===== src/rtl/sewr_resolver.sv =====
module sewr_resolver #(
  parameter int AW        = 15,
  parameter int DW        = 68,
  parameter int NSSR      = 8,
  parameter int BURST_LEN = 4
) (
  input  logic                    clk,
  input  logic                    rst_n,
  input  logic                    cmd_valid,
  input  logic [1:0]              cmd_op,
  input  logic [6:0]              cmd_arg,
  input  logic [DW-1:0]           dq,
  input  logic                    last_beat,
  input  logic                    ssr_ld_en,
  input  logic [$clog2(NSSR)-1:0] ssr_ld_idx,
  input  logic [AW-1:0]           ssr_ld_val,
  output logic                    wr_stb,
  output logic [1:0]              wr_tgt,
  output logic [AW-1:0]           wr_addr,
  output logic [DW-1:0]           wr_data,
  output logic                    err_pulse,
  output logic                    busy
);
  localparam int IW       = $clog2(NSSR);
  localparam int BW       = (BURST_LEN > 1) ? $clog2(BURST_LEN) : 1;
  localparam int MODE_BIT = 29;
  localparam int IDX_LO   = 26;
  localparam int TGT_LO   = 19;
  localparam logic [1:0] OP_WRITE = 2'b01;
  localparam logic [1:0] TGT_RSVD = 2'b11;

  typedef enum logic [1:0] {S_IDLE, S_ADDR, S_DATA} st_t;

  st_t             st_q;
  logic [AW-1:0]   ssr_q [NSSR];
  logic            burst_q;
  logic [BW-1:0]   beat_q;
  logic [AW-1:0]   base_q;
  logic [1:0]      tgt_q;

  logic [AW-1:0]   sel_reg;
  logic [AW-1:0]   res_addr;
  logic [1:0]      tgt_in;
  logic            final_beat;

  assign sel_reg    = ssr_q[dq[IDX_LO +: IW]];
  assign res_addr   = dq[MODE_BIT] ? {sel_reg[AW-1:2], sel_reg[1:0] | dq[1:0]} : dq[AW-1:0];
  assign tgt_in     = dq[TGT_LO +: 2];
  assign final_beat = !burst_q || last_beat || (beat_q == BW'(BURST_LEN-1));
  assign busy       = (st_q != S_IDLE);

  always_ff @(posedge clk) begin
    if (!rst_n) begin
      for (int i = 0; i < NSSR; i++) ssr_q[i] <= '0;
    end else if (ssr_ld_en) begin
      ssr_q[ssr_ld_idx] <= ssr_ld_val;
    end
  end

  always_ff @(posedge clk) begin
    if (!rst_n) begin
      st_q      <= S_IDLE;
      burst_q   <= 1'b0;
      beat_q    <= '0;
      base_q    <= '0;
      tgt_q     <= '0;
      wr_stb    <= 1'b0;
      wr_tgt    <= '0;
      wr_addr   <= '0;
      wr_data   <= '0;
      err_pulse <= 1'b0;
    end else begin
      wr_stb    <= 1'b0;
      err_pulse <= 1'b0;
      case (st_q)
        S_IDLE: begin
          if (cmd_valid && cmd_op == OP_WRITE) begin
            st_q    <= S_ADDR;
            burst_q <= cmd_arg[0];
          end
        end
        S_ADDR: begin
          beat_q <= '0;
          base_q <= res_addr;
          tgt_q  <= tgt_in;
          if (tgt_in == TGT_RSVD) begin
            err_pulse <= 1'b1;
            st_q      <= S_IDLE;
          end else begin
            st_q <= S_DATA;
          end
        end
        S_DATA: begin
          wr_stb  <= 1'b1;
          wr_tgt  <= tgt_q;
          wr_addr <= base_q + AW'(beat_q);
          wr_data <= dq;
          beat_q  <= beat_q + 1'b1;
          if (final_beat) st_q <= S_IDLE;
        end
        default: st_q <= S_IDLE;
      endcase
    end
  end
endmodule


===== config.mk =====
export PLATFORM = sky130hd
export DESIGN_NAME = sewr_resolver
export DESIGN_NICKNAME = d
export VERILOG_FILES = /design/src/rtl/sewr_resolver.sv
export SDC_FILE = /design/constraint.sdc
export NUM_CORES = 1
export LEC_CHECK = 0
export BUFFER_PORTS_ARGS = -buffer_cell sky130_fd_sc_hd__buf_2
export CORE_ASPECT_RATIO = 0.6
export CORE_MARGIN = 2
export CORE_UTILIZATION = 45
export CTS_BUF_LIST = sky130_fd_sc_hd__clkbuf_8
export CTS_CLUSTER_SIZE = 25
export DETAILED_ROUTE_END_ITERATION = 6
export PLACE_DENSITY = 0.68
export SLEW_MARGIN = 20
export SYNTH_ARGS = -nofsm -noshare
export SYNTH_HDL_FRONTEND = slang
export SYNTH_SLANG_ARGS = --single-unit

===== constraint.sdc =====
create_clock -name clk -period 6.1 [get_ports clk]
set_input_delay 0.915 -clock clk [delete_from_list [all_inputs] [get_ports clk]]
set_output_delay 0.915 -clock clk [all_outputs]
set_load 0.005 [all_outputs]

==> results of run 1 <==
## worst max path at each step
stage,startpoint,end,slack [ns],cells after the start
3_3_place_gp,ssr_ld_en,ssr_q[1][7],2.99,4
3_5_place_dp,ssr_ld_en,ssr_q[1][10],2.96,4
6_report,rst_n,ssr_q[1][5],3.46,4
5_1_grt,rst_n,ssr_q[1][5],3.27,4
2_1_floorplan,ssr_ld_idx[0],ssr_q[2][0],3.37,2
4_1_cts,ssr_ld_en,ssr_q[1][5],3.50,4
## flip-flops by register name, summed over array words and instances, names as in the netlist
| register | count |
|---|---|
| burst_q | 1 |
| wr_addr | 15 |
| base_q | 15 |
| beat_q | 2 |
| st_q | 2 |
| wr_tgt | 2 |
| err_pulse | 1 |
| wr_data | 68 |
| wr_stb | 1 |
| tgt_q | 2 |
| ssr_q | 120 |
## logic make-up after synthesis
kind of cell / after synthesis / synth area share (%)
compound gates: 94 / 5.87
fa+ha+maj: 7 / 0.952
flops: 229 / 57.9
mux: 138 / 13.8
xor+xnor: 13 / 1.14
simple gates: 290 / 17.3
buf+inv: 69 / 3.02
## cells in the final DEF (no fill, tap or decap), drive strengths merged, types with 34 or more instances in the layout
| cell | n |
|---|---|
| o21ai | 34 |
| mux2i | 137 |
| inv | 34 |
| edfxtp | 120 |
| and2 | 124 |
| buf | 190 |
| nor2b | 78 |
| clkbuf | 39 |
| dfxtp | 109 |
| nand2 | 49 |
## worst register-to-register path: stages (launching register included)
cell,delay (ns)
dfxtp_1,0.31
inv_1,0.12
ha_4,0.56
buf_4,0.81
mux2i_1,0.36
nor2b_1,0.07
## per-stage QoR
| step | cell area [sq um] | hold slack, ns | utilization (%) | power [mW] | setup WS [ns] |
|---|---|---|---|---|---|
| 2_1_floorplan | 9990 | 0.458 | - | 1.87 | 3.37 |
| 3_3_place_gp | 11100 | 0.447 | 50.8 | 1.96 | 2.99 |
| 3_5_place_dp | 11100 | 0.453 | 50.8 | 1.97 | 2.96 |
| 4_1_cts | 11700 | 0.460 | 53.6 | 3.13 | 3.50 |
| 5_1_grt | 11800 | 0.495 | 53.6 | 3.22 | 3.27 |
| 6_report | 11800 | 0.460 | 53.6 | 3.10 | 3.46 |
## final cells by class
class                      count  area [sq um]  share of cell area, %
tap                          286           358                   3.04
inverter                      19          71.3                  0.607
timing repair buffer         190           978                   8.32
sequential                   229          5790                   49.2
multi-input combinational    542          3940                   33.5
clock buffer                  39           537                   4.57
clock inverter                22          85.1                  0.724
## synth_stat cells, drive strengths merged (2+ instances only)
master	number
a21oi	12
a22oi	30
and2	124
buf	21
clkbuf	29
dfxtp	109
edfxtp	120
ha	6
inv	19
mux2i	137
nand2	49
nand2b	4
nand3	6
nand3b	3
nand4	2
nor2	11
nor2b	78
nor3	2
nor4	7
o211a	3
o21ai	34
o22ai	13
xnor2	13
## where the power goes
| part | total [mW] | internal, mW | switching [mW] |
|---|---|---|---|
| Clock | 1.16 | 0.583 | 0.578 |
| Combinational | 0.231 | 0.0936 | 0.137 |
| Sequential | 1.70 | 1.68 | 0.0217 |
## metal layers
layer | global-route usage, % | vias up | part of all wire [%]
li1 | - | 3291 | -
met1 | 30.4 | 3171 | 50
met2 | 28.3 | 214 | 42
met3 | 5.15 | 33 | 7.2
met4 | 4.02 | 0 | 1.2
met5 | 0 | - | 0
==> run summary, run 1 <==
fin nets - 1124
gr ovfl total - 0
startpoint types - input pin
number of setup buffers added after CTS - 0
Mapped Avg Cell Area - 11.9 sq um
ys async rst share - 0%
antenna violations before repair - 0
number of global-route vias before repair - 6351
Final Skew - 0.0178 ns
Worst setup EP type - flip-flop
P per Cell Area - 263 nW/um^2
hold endpoint - wr_addr[12]
critical path type - in -> reg
FF-to-FF path depth - 5
Starting DRT DRC Count - 457
layout cell share with drive strength beyond 1 - 24.3%
Hold Crit Start - wr_addr[12]
FP Rows - 42
port bufs - 181
Crit Reg-Reg Startpoint - st_q[0]
Static Leak - 4.65 nW
Final Hold Vio Count - 0
die area - 23400 sq um
Initial Util - 45.6%
prevailing post-synth register cell - edfxtp_1
Total Wirelength - 23.3 mm
GRT Total Usage - 19.9%
diode count - 0
hold_buf cts - 0
Max H-tree Level - 2
Sum Neg Setup Slack - 0 ns
crit path time final - 2.64 ns
syn_nets - 947
Cell variety after synth - 36
CTS Buffer Depth - 3
Synth Cell Area - 9990 sq um
post-synthesis instance total - 840
Via density - 5.06
slowest stage delay, CP - 0.80 ns
clock sinks - 229
DRC - 0
Synth top area share - 36.1%
# IOs - 188
Crit Path Max Fanout - 16
GPL Wtd Cong - 0.777
Clock Latency Late Sink - 0.53 ns
worst slew margin relative to its limit - 27.9%
Crit-path slowest cell - nor3_2
period utilisation layout - 43.2%
HP Class - reg -> reg
Fmax - 379 MHz
CP arrival - 2.78 ns
Cell Count, Final, Fillers Out - 1327
PostCTS Resize Cnt - 0
Slew @ Worst Pin - 1.08 ns
layout filler cell count - 1928
global-route wire length before repair - 35.8 mm
Worst-path clk slew - 0.06 ns
Die X - 196 um
antenna-violating nets left - 0
CTS buffer count - 35
CTS root buffer - clkbuf_8
Core Box Area - 21900 sq um
largest net degree at the start of global routing - 119
TritonCTS clock tree - done
Area Growth Syn to Fin - 17.7%
CP required - 6.24 ns
cell taking the most area after synthesis - edfxtp_1
Buf/Inv on CP - 1
worst hold stages - 2
sequential cell area fraction in the yosys report - 57.9%
DP HPWL - 15.4 mm
# placed instances - 1266
status - finished clean
unrepaired setup endpoints after global routing - no
critical path's top delay family - simple AND/OR/NAND/NOR gates
#FFs+latches synth - 229
Routed WL per cell - 17.5 um
Pre-Repair DR Iteration Count - 6
Area contributors post-synth - edfxtp_1 (36%), dfxtp_1 (22%), mux2i_1 (14%)
Max Cap Viol - 0
Vert. Die Dim - 119 um
worst vdd ir - 0.175 mV
Yosys Warn Count - 0
via count - 6709
# setup viols final - 0
Final Max Slew Viols - 0
Worst R2R Setup Slack - 3.76 ns
Post-synth EDFFs - 120
RR Endpoint - wr_data[32]
ordered list of cells on the worst path - buf_4, nand3_2, nor3_2, nand2b_1
(Power assumes the default switching activity.)
==> run 2, diff against run 1 <==
- clock period: 6.1 -> 2.46 ns (I/O delays scaled with it)
==> run summary, run 2 (synthesis gave the netlist of run 1 again) <==
M1 WL - 12.4 mm (was 11.6 mm)
area of the multi-input gates - 3920 sq um (was 3940 sq um)
worst vdd ir - 0.360 mV (was 0.175 mV)
Worst-path clk slew - 0.07 ns (was 0.06 ns)
Fmax - 477 MHz
met3 WL post-DR - 1.69 mm (was 1.67 mm)
Worst setup EP type - flip-flop (unchanged)
dpl cell area - 11300 sq um (was 11100 sq um)
post-route cell area - 12000 sq um (was 11800 sq um)
Hold Crit Start - dq[65] (was wr_addr[12])
Slew @ Worst Pin - 0.665 ns (was 1.08 ns)
P per Cell Area - 664 nW/um^2 (was 263 nW/um^2)
Sum Neg Setup Slack - 0 ns (unchanged)
global-route wire length before repair - 37.1 mm (was 35.8 mm)
leading cell type in the layout, fill and taps excluded - buf_2 (unchanged)
# IOs - 188 (unchanged)
gr ovfl total - 0 (unchanged)
largest net degree at the start of global routing - 101 (was 119)
max FFs per register - 120 (unchanged)
hold_buf cts - 0 (unchanged)
number of global-route vias before repair - 6373 (was 6351)
Pre-Repair DR Iteration Count - 4 (was 6)
antenna violations before repair - 0 (unchanged)
ordered list of cells on the worst path - ha_1, inv_1, fa_1, nand4b_2, nor4_2, xnor2_1, a21oi_2 (was buf_4, nand3_2, nor3_2, nand2b_1)
Routed WL per cell - 18.1 um (was 17.5 um)
Static Leak - 4.78 nW (was 4.65 nW)
Top reg by flops - ssr_q (unchanged)
antenna-violating nets left - 0 (unchanged)
Vert. Die Dim - 119 um (unchanged)
Initial Util - 45.6% (unchanged)
CTS buffer count - 36 (was 35)
CP required - 2.84 ns (was 6.24 ns)
via count - 6892 (was 6709)
Buf/Inv on CP - 1 (unchanged)
diode count - 0 (unchanged)
Final Max Slew Viols - 0 (unchanged)
PostCTS Resize Cnt - 0 (unchanged)
layout cell share with drive strength beyond 1 - 25.6% (was 24.3%)
CTS root buffer - clkbuf_8 (unchanged)
GRT Total Usage - 20.8% (was 19.9%)
period utilisation layout - 85.2%
top routing layer used - met4 (unchanged)
Starting DRT DRC Count - 521 (was 457)
Sequential cell area - 5790 sq um (unchanged)
worst slew margin relative to its limit - 55.6% (was 27.9%)
Die X - 196 um (unchanged)
FP Rows - 42 (unchanged)
Total Wirelength - 24.5 mm (was 23.3 mm)
met2 WL - 10.1 mm (was 9.77 mm)
Clock Latency Late Sink - 0.52 ns (was 0.53 ns)
Final Skew - 0.0166 ns (was 0.0178 ns)
Crit Path Max Fanout - 5 (was 16)
Max H-tree Level - 2 (unchanged)
startpoint types - flip-flop (was input pin)
TritonCTS clock tree - done (unchanged)
HP Class - in -> reg (was reg -> reg)
layout filler cell count - 1894 (was 1928)
# setup viols final - 0 (unchanged)
Area Growth Syn to Fin - 20.0% (was 17.7%)
crit path time final - 2.10 ns
critical path type - reg -> reg (was in -> reg)
Crit Reg-Reg Startpoint - beat_q[0] (was st_q[0])
DP HPWL - 15.9 mm (was 15.4 mm)
status - finished clean (unchanged)
fin nets - 1145 (was 1124)
die area - 23400 sq um (unchanged)
number of setup buffers added after CTS - 0 (unchanged)
Via density - 5.10 (was 5.06)
Final Hold Vio Count - 0 (unchanged)
Core Box Area - 21900 sq um (unchanged)
critical path's top delay family - simple AND/OR/NAND/NOR gates (unchanged)
CTS Buffer Depth - 3 (unchanged)
CP arrival - 2.47 ns (was 2.78 ns)
crit path launch - beat_q[0] (was rst_n)
Max Cap Viol - 0 (unchanged)
slowest stage delay, CP - 0.41 ns (was 0.80 ns)
DRC - 0 (unchanged)
Largest regs - ssr_q x120, wr_data x68 (unchanged)
unrepaired setup endpoints after global routing - no (unchanged)
GPL Wtd Cong - 0.779 (was 0.777)
Crit-path slowest cell - fa_1 (was nor3_2)
port bufs - 181 (unchanged)
clock sinks - 229 (unchanged)
commonest cells after routing, fill and taps aside - buf_2 (179), mux2i_1 (137), and2_1 (124) (unchanged)
## run 2: cell types whose count changed in the layout (fill, tap and decap cells not counted), moves of 4 or more
cell,change
nor2_2,-4
nor2_1,+4
clkbuf_8,+5
o21ai_1,+4
o21ai_2,-4
buf_4,+18
## run 2: power breakdown
group / switching, mW / internal, mW
clock network: 1.51 / 1.62
logic: 0.353 / 0.247
registers: 0.0526 / 4.17
## run 2: final cells by class
| class | instances | area share [%] |
|---|---|---|
| well taps | 286 | 2.99 |
| inverters | 19 | 0.595 |
| clock inverters | 22 | 0.783 |
| repair buffers | 210 | 9.63 |
| clock buffers | 44 | 5.05 |
| multi-input cells | 542 | 32.7 |
| flip-flops and latches | 229 | 48.3 |
## run 2: per-stage QoR
step	setup WS (ns)	total power, mW	cells	utilization, %	hold slack (ns)
final	0.365	7.96	1352	54.7	0.106
after global routing	0.211	8.28	1352	54.7	0.0898
after CTS	0.341	8.03	1352	54.7	0.0776
after detailed placement	0.372	4.91	1286	51.5	0.453
after global placement	0.404	4.89	1286	51.5	0.449
after floorplan	0.272	4.63	840	-	0.458
## run 2: per-layer routing
metal / vias to the layer above / global-route usage [%]
li1: 3341 / -
met1: 3283 / 32.9
met2: 236 / 28.8
met3: 32 / 4.30
met4: 0 / 4.97
met5: - / 0
## run 2: path summary, 6_finish.rpt
kind | endpoint | slack, ns | depth (start not counted)
max | wr_addr[14] | 0.36 | 7
min | wr_data[65] | 0.11 | 3
max reg2reg | wr_addr[14] | 0.36 | 7
min reg2reg | wr_addr[12] | 0.46 | 2
## run 2: worst reg2reg max path, stage by stage, from the launching register on
cell and delay, ns:
dfxtp_1 0.38, ha_1 0.19, inv_1 0.06, fa_1 0.41, nand4b_2 0.34, nor4_2 0.33
xnor2_1 0.17, a21oi_2 0.08
